**config.mk**
```make
export PLATFORM = sky130hd
export DESIGN_NAME = mpni_packetizer
export DESIGN_NICKNAME = d
export VERILOG_FILES = /design/src/rtl/mpni_pkg.sv /design/src/rtl/mpni_rx_fifo.sv /design/src/rtl/mpni_tx_seq.sv /design/src/rtl/mpni_packetizer.sv
export SDC_FILE = /design/constraint.sdc
export NUM_CORES = 1
export LEC_CHECK = 0
export BUFFER_PORTS_ARGS = -buffer_cell sky130_fd_sc_hd__buf_2
export CORE_MARGIN = 2
export CORE_UTILIZATION = 54
export CTS_BUF_LIST = sky130_fd_sc_hd__clkbuf_16
export DETAILED_ROUTE_END_ITERATION = 12
export MAX_ROUTING_LAYER = met4
export PLACE_DENSITY_LB_ADDON = 0.08
export SKIP_LAST_GASP = 1
export SYNTH_ARGS = -nofsm -noshare
export SYNTH_HDL_FRONTEND = slang
export SYNTH_HIERARCHICAL = 1
export SYNTH_SLANG_ARGS = --single-unit
export TNS_END_PERCENT = 100
```
**constraint.sdc**
```tcl
create_clock -name clk -period 6.6 [get_ports clk]
set_clock_uncertainty 0.1 [all_clocks]
set_input_delay 1.32 -clock clk [delete_from_list [all_inputs] [get_ports clk]]
set_output_delay 1.32 -clock clk [all_outputs]
set_load 0.1 [all_outputs]
```
**src/rtl/mpni_pkg.sv**
```systemverilog
// Shared types and flit encodings for the network interface packetizer.
package mpni_pkg;
    localparam int FLIT_W = 17;
    localparam int WORD_W = 16;
    localparam int NODE_W = 5;
    localparam int KIND_W = 3;

    typedef logic [FLIT_W-1:0] flit_t;

    typedef enum logic [2:0] {
        OP_NOP       = 3'd0,
        OP_SEND_HDR  = 3'd1,
        OP_SEND_WORD = 3'd2,
        OP_SEND_TAIL = 3'd3,
        OP_SEND_ACK  = 3'd4,
        OP_RECV      = 3'd5,
        OP_GET_ID    = 3'd6,
        OP_GET_FLAG  = 3'd7
    } op_e;

    typedef enum logic {TX_IDLE = 1'b0, TX_OPEN = 1'b1} tx_state_e;

    localparam flit_t             TAIL_FLIT     = 17'h10400;
    localparam logic [KIND_W-1:0] ACK_KIND      = 3'd7;
    localparam logic [KIND_W-1:0] MAX_HDR_KIND  = 3'd4;

    // Build a control flit that opens a connection or carries an acknowledge.
    function automatic flit_t make_header(input logic [NODE_W-1:0] dest,
                                          input logic [KIND_W-1:0] kind,
                                          input logic [NODE_W-1:0] src);
        return {1'b1, dest, 3'b000, kind, src};
    endfunction
endpackage

```
**src/rtl/mpni_rx_fifo.sv**
```systemverilog
// Receive flit FIFO.
// Stores incoming flits in arrival order and presents the oldest one at
// `head`. It accepts a flit only while it is not full. It assumes `pop` is
// raised only while it is not empty. The depth need not be a power of two.
module mpni_rx_fifo #(
    parameter int DEPTH = 4,
    parameter int WIDTH = 17
) (
    input  logic             clk,
    input  logic             rst_n,
    input  logic [WIDTH-1:0] in_data,
    input  logic             in_valid,
    output logic             in_ready,
    input  logic             pop,
    output logic [WIDTH-1:0] head,
    output logic             empty
);
    localparam int AW = (DEPTH > 1) ? $clog2(DEPTH) : 1;
    localparam int CW = $clog2(DEPTH + 1);

    logic [WIDTH-1:0] mem [DEPTH];
    logic [AW-1:0]    wptr, rptr;
    logic [CW-1:0]    count;
    logic             push, full;

    assign full     = (count == CW'(DEPTH));
    assign empty    = (count == '0);
    assign in_ready = !full;
    assign push     = in_valid && in_ready;
    assign head     = mem[rptr];

    // Write the accepted flit into the storage slot at the write pointer.
    always_ff @(posedge clk) begin
        if (push) mem[wptr] <= in_data;
    end

    // Advance both pointers with wrap and track the fill count.
    always_ff @(posedge clk) begin
        if (!rst_n) begin
            wptr  <= '0;
            rptr  <= '0;
            count <= '0;
        end else begin
            if (push) wptr <= (wptr == AW'(DEPTH - 1)) ? '0 : wptr + 1'b1;
            if (pop)  rptr <= (rptr == AW'(DEPTH - 1)) ? '0 : rptr + 1'b1;
            case ({push, pop})
                2'b10:   count <= count + 1'b1;
                2'b01:   count <= count - 1'b1;
                default: count <= count;
            endcase
        end
    end

    AST_NO_OVERFLOW: assert property (@(posedge clk) disable iff (!rst_n)
        count <= CW'(DEPTH));
    AST_NO_UNDERFLOW: assert property (@(posedge clk) disable iff (!rst_n)
        pop |-> !empty);
    AST_FULL_BLOCKS: assert property (@(posedge clk) disable iff (!rst_n)
        full && !pop |=> full);
endmodule

```
**src/rtl/mpni_tx_seq.sv**
```systemverilog
// Send sequencer and output flit slot.
// Checks each accepted send command against the connection state, forms the
// flit and places it in a single output register held under valid/ready.
// It assumes `launch` is raised only when `slot_free` is high. An illegal
// command consumes the accept but writes no flit.
module mpni_tx_seq
    import mpni_pkg::*;
(
    input  logic              clk,
    input  logic              rst_n,
    input  logic              launch,
    input  op_e               op,
    input  logic [KIND_W-1:0] kind,
    input  logic [WORD_W-1:0] opa_lo,
    input  logic [NODE_W-1:0] opb_lo,
    input  logic [NODE_W-1:0] ack_dest,
    input  logic [NODE_W-1:0] node_id,
    input  logic              tx_ready,
    output flit_t             tx_flit,
    output logic              tx_valid,
    output logic              slot_free,
    output logic              conn_open,
    output logic              proto_err
);
    tx_state_e state;
    logic      legal;
    flit_t     next_flit;

    assign slot_free = !tx_valid || tx_ready;
    assign conn_open = (state == TX_OPEN);

    // Decide legality and the flit for the send command being presented.
    always_comb begin
        legal     = 1'b0;
        next_flit = '0;
        case (op)
            OP_SEND_HDR: begin
                legal     = (state == TX_IDLE) && (kind <= MAX_HDR_KIND);
                next_flit = make_header(opa_lo[NODE_W-1:0], kind, opb_lo);
            end
            OP_SEND_WORD: begin
                legal     = (state == TX_OPEN);
                next_flit = {1'b0, opa_lo};
            end
            OP_SEND_TAIL: begin
                legal     = (state == TX_OPEN);
                next_flit = TAIL_FLIT;
            end
            OP_SEND_ACK: begin
                legal     = 1'b1;
                next_flit = make_header(ack_dest, ACK_KIND, node_id);
            end
            default: begin
                legal     = 1'b0;
                next_flit = '0;
            end
        endcase
    end

    // Load the output slot on a legal send; release it when the router takes it.
    always_ff @(posedge clk) begin
        if (!rst_n) begin
            tx_valid <= 1'b0;
            tx_flit  <= '0;
        end else if (launch && legal) begin
            tx_valid <= 1'b1;
            tx_flit  <= next_flit;
        end else if (tx_ready) begin
            tx_valid <= 1'b0;
        end
    end

    // Track the connection state and record the legality of each send.
    always_ff @(posedge clk) begin
        if (!rst_n) begin
            state     <= TX_IDLE;
            proto_err <= 1'b0;
        end else if (launch) begin
            proto_err <= !legal;
            if (legal && op == OP_SEND_HDR)  state <= TX_OPEN;
            if (legal && op == OP_SEND_TAIL) state <= TX_IDLE;
        end
    end

    AST_TX_HOLD: assert property (@(posedge clk) disable iff (!rst_n)
        tx_valid && !tx_ready |=> tx_valid && $stable(tx_flit));
    AST_TAIL_CLOSES: assert property (@(posedge clk) disable iff (!rst_n)
        launch && op == OP_SEND_TAIL && conn_open |=> !conn_open && tx_flit == TAIL_FLIT);
    AST_IDLE_WORD_SILENT: assert property (@(posedge clk) disable iff (!rst_n)
        launch && !conn_open && (op == OP_SEND_WORD || op == OP_SEND_TAIL)
        |=> proto_err && !conn_open && (tx_valid == $past(tx_valid && !tx_ready)));
    AST_HDR_OPENS: assert property (@(posedge clk) disable iff (!rst_n)
        launch && op == OP_SEND_HDR && !conn_open && kind <= MAX_HDR_KIND
        |=> conn_open && tx_valid && tx_flit[16] && !tx_flit[10]);
endmodule

```
**src/rtl/mpni_packetizer.sv**
```systemverilog
// Network interface packetizer top.
// Decodes core commands, stalls them while they cannot complete, and routes
// sends to the send sequencer and reads to the receive FIFO, the node number
// or the flag vector. A read result is registered and valid for one cycle.
// It assumes the core holds a command steady while `busy` is high.
module mpni_packetizer
    import mpni_pkg::*;
#(
    parameter int DATA_W     = 32,
    parameter int RX_DEPTH   = 4,
    parameter int IMM_W      = 4
) (
    input  logic              clk,
    input  logic              rst_n,
    input  logic [4:0]        node_id,
    input  logic              cmd_valid,
    input  logic [2:0]        cmd_op,
    input  logic [2:0]        cmd_kind,
    input  logic [DATA_W-1:0] cmd_opa,
    input  logic [DATA_W-1:0] cmd_opb,
    input  logic [IMM_W-1:0]  cmd_imm,
    output logic              busy,
    output logic              rd_valid,
    output logic [DATA_W-1:0] rd_data,
    output logic [16:0]       tx_flit,
    output logic              tx_valid,
    input  logic              tx_ready,
    input  logic [16:0]       rx_flit,
    input  logic              rx_valid,
    output logic              rx_ready
);
    localparam int FLAG_N = 7;
    localparam int SEL_W  = $clog2(FLAG_N);

    op_e               op;
    logic              is_send, is_read, accept, launch, pop;
    logic              slot_free, conn_open, proto_err, rx_empty;
    flit_t             rx_head;
    logic              cls_hdr, cls_tail, cls_data;
    logic [NODE_W-1:0] last_src;
    logic [FLAG_N-1:0] flag_vec;
    logic              flag_bit;
    logic [DATA_W-1:0] read_val;
    logic              unused_bits;

    assign unused_bits = ^{cmd_opa[DATA_W-1:WORD_W], cmd_opb[DATA_W-1:NODE_W]};

    assign op      = op_e'(cmd_op);
    assign is_send = (op == OP_SEND_HDR) || (op == OP_SEND_WORD) ||
                     (op == OP_SEND_TAIL) || (op == OP_SEND_ACK);
    assign is_read = (op == OP_RECV) || (op == OP_GET_ID) || (op == OP_GET_FLAG);

    // Decide whether the presented command can complete this cycle.
    always_comb begin
        if (!cmd_valid)          accept = 1'b0;
        else if (is_send)        accept = slot_free;
        else if (op == OP_RECV)  accept = !rx_empty;
        else                     accept = 1'b1;
    end

    assign busy   = cmd_valid && !accept;
    assign launch = accept && is_send;
    assign pop    = accept && (op == OP_RECV);

    mpni_tx_seq u_tx (
        .clk       (clk),
        .rst_n     (rst_n),
        .launch    (launch),
        .op        (op),
        .kind      (cmd_kind),
        .opa_lo    (cmd_opa[WORD_W-1:0]),
        .opb_lo    (cmd_opb[NODE_W-1:0]),
        .ack_dest  (last_src),
        .node_id   (node_id),
        .tx_ready  (tx_ready),
        .tx_flit   (tx_flit),
        .tx_valid  (tx_valid),
        .slot_free (slot_free),
        .conn_open (conn_open),
        .proto_err (proto_err)
    );

    mpni_rx_fifo #(.DEPTH(RX_DEPTH), .WIDTH(FLIT_W)) u_rx (
        .clk      (clk),
        .rst_n    (rst_n),
        .in_data  (rx_flit),
        .in_valid (rx_valid),
        .in_ready (rx_ready),
        .pop      (pop),
        .head     (rx_head),
        .empty    (rx_empty)
    );

    // Classify each flit the core reads and keep the sender of the last header.
    always_ff @(posedge clk) begin
        if (!rst_n) begin
            cls_hdr  <= 1'b0;
            cls_tail <= 1'b0;
            cls_data <= 1'b0;
            last_src <= '0;
        end else if (pop) begin
            cls_data <= !rx_head[16];
            cls_tail <= rx_head[16] && rx_head[10];
            cls_hdr  <= rx_head[16] && !rx_head[10];
            if (rx_head[16] && !rx_head[10]) last_src <= rx_head[NODE_W-1:0];
        end
    end

    assign flag_vec = {tx_valid, cls_data, cls_tail, cls_hdr, proto_err, conn_open, !rx_empty};
    assign flag_bit = (cmd_imm < IMM_W'(FLAG_N)) ? flag_vec[cmd_imm[SEL_W-1:0]] : 1'b0;

    // Select the value a read command returns.
    always_comb begin
        case (op)
            OP_RECV:     read_val = {{(DATA_W-FLIT_W){1'b0}}, rx_head};
            OP_GET_ID:   read_val = {{(DATA_W-NODE_W){1'b0}}, node_id};
            OP_GET_FLAG: read_val = {{(DATA_W-1){1'b0}}, flag_bit};
            default:     read_val = '0;
        endcase
    end

    // Register the read result for one cycle after the command is accepted.
    always_ff @(posedge clk) begin
        if (!rst_n) begin
            rd_valid <= 1'b0;
            rd_data  <= '0;
        end else begin
            rd_valid <= accept && is_read;
            if (accept && is_read) rd_data <= read_val;
        end
    end

    AST_RECV_STALL: assert property (@(posedge clk) disable iff (!rst_n)
        cmd_valid && op == OP_RECV && rx_empty |-> busy);
    AST_SEND_STALL: assert property (@(posedge clk) disable iff (!rst_n)
        cmd_valid && is_send && tx_valid && !tx_ready |-> busy);
    AST_CLASS_ONEHOT: assert property (@(posedge clk) disable iff (!rst_n)
        $onehot0({cls_hdr, cls_tail, cls_data}));
    AST_RD_AFTER_CMD: assert property (@(posedge clk) disable iff (!rst_n)
        rd_valid |-> $past(cmd_valid && !busy));
    AST_ID_VALUE: assert property (@(posedge clk) disable iff (!rst_n)
        accept && op == OP_GET_ID |=> rd_valid && rd_data[NODE_W-1:0] == $past(node_id));
endmodule

```
## Word-level counts from Yosys, hierarchy flattened

Memories as Yosys holds them, arrays and structs flattened. A register that Yosys moved wholly into a read port is not among the register bits.
Index checks and enable logic that the tools add are counted.

- $lt $le $gt $ge: 3
- Muxes and demuxes: 20
- Add/subtract/negate cells: 4
- Reductions and logical operators: 31
- Bitwise operators: 1
- Equality and inequality tests: 12

Operators by type and width:

| kind | count |
|---|---|
| 17-bit case mux with 4 select lines | 1 |
| 17-bit case mux with 3 select lines | 1 |
| 3-bit equality test, second input constant | 5 |
| 1-bit logical AND | 11 |
| 1-bit two-way mux | 11 |
| 2-bit two-way mux | 4 |
| 1-bit logical NOT | 7 |
| 2-bit equality test, second input constant | 3 |
| 3-bit by 2-bit equality test with 1-bit output, second input constant | 2 |
| 1-bit logical OR | 6 |
| 3-bit case mux with 2 select lines | 1 |
| 2-bit nonzero test | 3 |
| 2-bit by 1-bit adder with 2-bit output, second input constant | 2 |
| 3-bit by 4-bit < comparator with 1-bit output, second input constant | 1 |
| 4-bit by 3-bit < comparator with 1-bit output, second input constant | 1 |
| 2-bit AND reduction | 2 |
| 3-bit by 1-bit adder with 3-bit output, second input constant | 1 |
| 1-bit binary-select mux with 3-bit select | 1 |
| 3-bit by 1-bit equality test with 1-bit output, second input constant | 1 |
| 3-bit <= comparator, second input constant | 1 |
| 3-bit logical NOT | 1 |
| 1-bit case mux with 3 select lines | 1 |
| 3-bit by 1-bit subtractor with 3-bit output, second input constant | 1 |
| 2-bit by 1-bit equality test with 1-bit output, second input constant | 1 |
| other kinds (2) | 2 |

- Register bits after elaboration: 68
- Bits in writable memories: 68
- Bits of input ports: 101
- Memories: 1
- Word-level logic and storage cells: 85
- Output and inout bits: 53

Memories:

| memory | depth | bits a word | rd ports | clocked after memory_dff | write ports | line | text |
|---|---|---|---|---|---|---|---|
| u_rx.mem | 4 | 17 | 1 | 1 | 1 | mpni_rx_fifo.sv:21 | `logic [WIDTH-1:0] mem [DEPTH];` |

## Logic depth before layout (Yosys ltp)

- Depth in word-level cells: 9
- Depth in mapped cells: 11
- Mapped depth without buffers: 9

## Modules after synthesis

The synthesis kept the hierarchy.

By module, submodules not included:

| module | area an instance (um2) | cells an instance | sequential area each (um2) | times used |
|---|---|---|---|---|
| mpni_rx_fifo | 2947.8 | 141 | 2222.1 | 1 |
| mpni_packetizer | 1257.5 | 138 | 520.5 | 1 |
| mpni_tx_seq | 1153.6 | 131 | 400.4 | 1 |

## Worst setup path after synthesis

OpenSTA, ideal clock, no wires.

- Kind: input to output
- Start: input port tx_ready
- End: output port busy
- Slack: 1.958 ns
- Stages on the path: 5
- Required time: 5.180 ns
- Arrival: 3.222 ns
- Cell sequence: nand2b_1 -> and2b_1 -> nor3_1 -> a21oi_1 -> nor2b_1

- Cells in the longest elaborated chain, start to end: 5

Ends and longest elaborated chain:

| what | line | text |
|---|---|---|
| from (decl) | mpni_packetizer.sv:27 | `input logic tx_ready,` |
| 1-bit logical OR | mpni_tx_seq.sv:29 | `assign slot_free = !tx_valid \|\| tx_ready;` |
| 1-bit two-way mux | mpni_packetizer.sv:56 | `else if (is_send) accept = slot_free;` |
| 1-bit two-way mux | mpni_packetizer.sv:55 | `if (!cmd_valid) accept = 1'b0;` |
| 1-bit logical NOT | mpni_packetizer.sv:61 | `assign busy = cmd_valid && !accept;` |
| 1-bit logical AND | mpni_packetizer.sv:61 |  |
| to (decl) | mpni_packetizer.sv:22 | `output logic busy,` |

Every way passes these cells.

## Worst setup path in the final report

- Start: input port cmd_op[0]
- End: output port busy

- Cells in the longest elaborated chain, start to end: 8

Ends and longest elaborated chain:

| what | line | text |
|---|---|---|
| from (decl) | mpni_packetizer.sv:17 | `input logic [2:0] cmd_op,` |
| 3-bit by 1-bit equality test with 1-bit output or 3-bit by 2-bit equality test with 1-bit output (tied branches) | mpni_packetizer.sv:49 | `assign is_send = (op == OP_SEND_HDR) \|\| (op == OP_SEND_WORD) \|\|` |
| 1-bit logical OR (2 in a row) | mpni_packetizer.sv:49 |  |
| 1-bit logical OR | mpni_packetizer.sv:50 | `(op == OP_SEND_TAIL) \|\| (op == OP_SEND_ACK);` |
| 1-bit two-way mux (*) | mpni_packetizer.sv:56 |  |
| 1-bit two-way mux (*) | mpni_packetizer.sv:55 |  |
| 1-bit logical NOT (*) | mpni_packetizer.sv:61 |  |
| 1-bit logical AND (*) | mpni_packetizer.sv:61 |  |

Every way passes the cells marked *; elsewhere a longest branch is shown, timed or not.

==> impl_metrics.py <==
metrics = {
    "run_status": {
        "status": "finished, final reports clean",
    },
    "cts": {
        "cts_made_buffers": 17,
        "hold_buffers": 0,
        "htree_levels": 4,
        "cts-root-buf": "clkbuf_16",
        "insertion_delay_ps": 410,
        "cts_setup_buffers": 0,
        "path_clk_slew_ps": 60,
        "cts.sinks": 123,
        "cts_tree": "done",
        "clockBufferDepth": 2,
        "cts_resized": 0,
    },
    "logic_synthesis": {
        "synth_enable_flop_cells": 68,
        "ys_ff_latch": 123,
        "syn_area_per_cell_um2": 13.1,
        "synthTopCellsByArea": "edfxtp_1, dfxtp_1, mux4_2, mux2i_1, a311oi_2",
        "synth_top_cell_by_area": "edfxtp_1",
        "synthCells": 410,
        "yosysTopAreaCellShare": 0.381,
        "ys_seq_area_frac": 0.587,
        "synth-async-reset-ratio": 0,
        "yosysWarnings": 6,
        "ys_dominant_reg_cell": "edfxtp_1",
        "netlist_area_mm2": 0.00536,
        "ys_types": 59,
    },
    "hold_path": {
        "hold_path_class": "register to register",
        "hold_depth": 2,
    },
    "final_layout": {
        "fillCellCount": 737,
        "multi_input_area_mm2": 0.00197,
        "final_area_mm2": 0.00638,
        "area_delta_synth_final_pct": 19.1,
        "finalNonFillerCells": 647,
        "drive_gt1_frac": 0.321,
        "seqCellArea_mm2": 0.00314,
        "finalNetCount": 609,
        "diodes": 0,
        "final_core_util": 0.659,
    },
    "worst_setup_path": {
        "cp.arrival_ps": 2620,
        "crit_path_max_fanout": 15,
        "critPathMostFrequentCell": "buf_2",
        "start_kind": "primary input",
        "slowest_stage": "buf_2",
        "cp.required_ps": 5180,
        "setup.worst_path.end_class": "output port",
        "crit_chain": "buf_2 > and2b_1 > nor3_1 > a21oi_1 > nor2b_1 > buf_2",
        "r2r_cells": 9,
        "worstSetupPathType": "primary input to output port",
        "slowest_delay_ps": 440,
    },
    "routing": {
        "drtIter0Drc": 147,
        "firstDrtPassIters": 5,
        "viasPerCell": 5.44,
        "post_drt_wl_per_cell_um": 16.8,
        "wirelength_um": 10900,
        "vias": 3518,
        "drc": 0,
        "ant_nets": 0,
    },
    "power": {
        "pwr-share-seq": 0.436,
        "switching_share": 0.256,
        "p_int_mw": 1.45,
        "power.leakage_nw": 2.47,
        "netSwitchingPower_uw": 500,
        "p_comb_frac": 0.108,
        "p_total_mw": 1.95,
        "cellPowerDensity_mw_per_mm2": 306,
        "clkPwrFrac": 0.456,
        "ir_drop_mv": 0.222,
    },
    "die": {
        "die_width_um": 104,
        "start_util": 0.553,
        "die_h_um": 104,
        "ioPinCount": 154,
        "rows": 36,
        "die-area_mm2": 0.0107,
        "coreArea_mm2": 0.00968,
    },
    "sta": {
        "fin_setup_tns_ps": 0,
        "max_slew_margin": 0.243,
        "slew_viol_final": 0,
        "rsz0062_at_grt": "false",
        "fmax_mhz": 247,
        "final_hold_viol_count": 0,
        "holdWs_ps": 355,
        "finalCritPeriodShare": 0.613,
        "fin_ws_ps": 2560,
        "worst_slew_pin_slew_ps": 1130,
        "final-setup-viol-count": 0,
        "post-route-min-period_ps": 4040,
    },
    "placement": {
        "placed_area_mm2": 0.00581,
        "dpl.cell_count": 615,
        "routabilityCongestion": 0.828,
        "dpl.hpwl_um": 7130,
        "port_buffers": 95,
        "post-place-ws_ps": 2220,
    },
    "grt": {
        "grt_pass1_vias": 3460,
        "grt_max_degree": 34,
        "grt_pass1_wl_um": 17900,
        "grt-ovfl-total": 0,
        "grt_util_all_layers": 0.221,
        "grt_antenna_before_repair": 0,
    },
    "flow_run": {
        "max_cap_violations": 0,
    },
}
==> cells by family (layout without fill, tap and decap cells) <==
family	after synthesis	count (layout)	synth area share
AO/OA/AOI/OAI	83	83	0.122
XOR/XNOR	3	3	0.00490
adder cells (fa/ha/maj)	7	7	0.0177
buffers and inverters	49	139	0.0553
flip-flops	123	123	0.587
multiplexers	33	33	0.101
other	1	15	0.000700
AND/OR/NAND/NOR	111	111	0.111
==> cell type report <==
type | instances | share of cell area
Clock inverter | 15 | 0.0235
Tap cell | 133 | 0.0261
Timing Repair Buffer | 96 | 0.0757
Sequential cell | 123 | 0.493
Multi-Input combinational cell | 252 | 0.309
Clock buffer | 17 | 0.0667
Inverter | 11 | 0.00647
==> sequential cells by signal, summed over array words and instances, names as in the netlist, named ones only <==
register / count
u_rx/wptr: 2
u_rx/count: 3
u_tx/conn_open: 1
u_tx/tx_valid: 1
rd_data: 17
cls_tail: 1
u_tx/proto_err: 1
u_rx/rptr: 2
u_tx/tx_flit: 17
rd_valid: 1
u_rx/mem: 68
cls_hdr: 1
cls_data: 1
last_src: 5
==> cell usage in the layout, fill, tap and decap left out, types with 11 or more instances in the layout <==
cell       netlist  final
mux4_2          17     17
a22oi_1         11     11
edfxtp_1        68     68
nor2b_1         17     17
conb_1           1     15
dfxtp_1         55     55
buf_2            6     95
a21oi_1         16     16
nor2_1          22     22
mux2i_1         16     16
nand2_1         31     31
clkbuf_16        0     17
==> worst paths after layout <==
kind	slack (ps)	start	end
worst max-delay path	2560	cmd_op[0]	busy
worst min-delay path	360	u_tx/tx_flit[10]	u_tx/tx_flit[10]
worst max register to register	3490	u_rx/count[0]	u_rx/count[2]
worst min register to register	360	u_tx/tx_flit[10]	u_tx/tx_flit[10]
==> critical path, delay by kind of cell <==
family	cells	cell delay, ps
AO/OA/AOI/OAI	1	90
buffers and inverters	2	700
AND/OR/NAND/NOR	3	510
==> cell usage after synthesis (2+ instances only) <==
cell type,instances
a31oi_1,5
nand3_1,8
o21ai_0,5
nor3_1,4
nand4b_1,2
and2_1,4
a22oi_1,11
xnor2_1,2
mux4_2,17
a32oi_1,10
and3_2,4
mux2i_1,16
o211a_1,2
o21ai_1,6
ha_1,6
inv_1,10
a22o_1,5
nor2b_1,17
nand2b_1,3
a311oi_1,3
dfxtp_1,55
a21o_1,3
a21oi_1,16
buf_4,16
buf_2,6
nor2_1,22
a311oi_2,8
buf_6,6
clkbuf_1,9
and2b_1,2
nand2_1,31
edfxtp_1,68
and2_4,2
==> layer usage <==
metal,up-vias,routed length (um),track usage
met1,1684,4720,0.288
met4,0,85,0.0792
li1,1706,-,-
met3,8,672,0.0604
met2,120,5410,0.336
met5,-,0,-
==> power groups by stage <==
stage          sequential, mW  clock, mW  combinational, mW
6_report                0.850      0.889              0.211
5_1_grt                 0.852      0.944              0.226
4_1_cts                 0.850      0.905              0.212
3_5_place_dp            0.866          0              0.211
3_3_place_gp            0.864          0              0.208
2_1_floorplan           0.899          0              0.134
No activity file was read; power rests on OpenSTA's default activity.
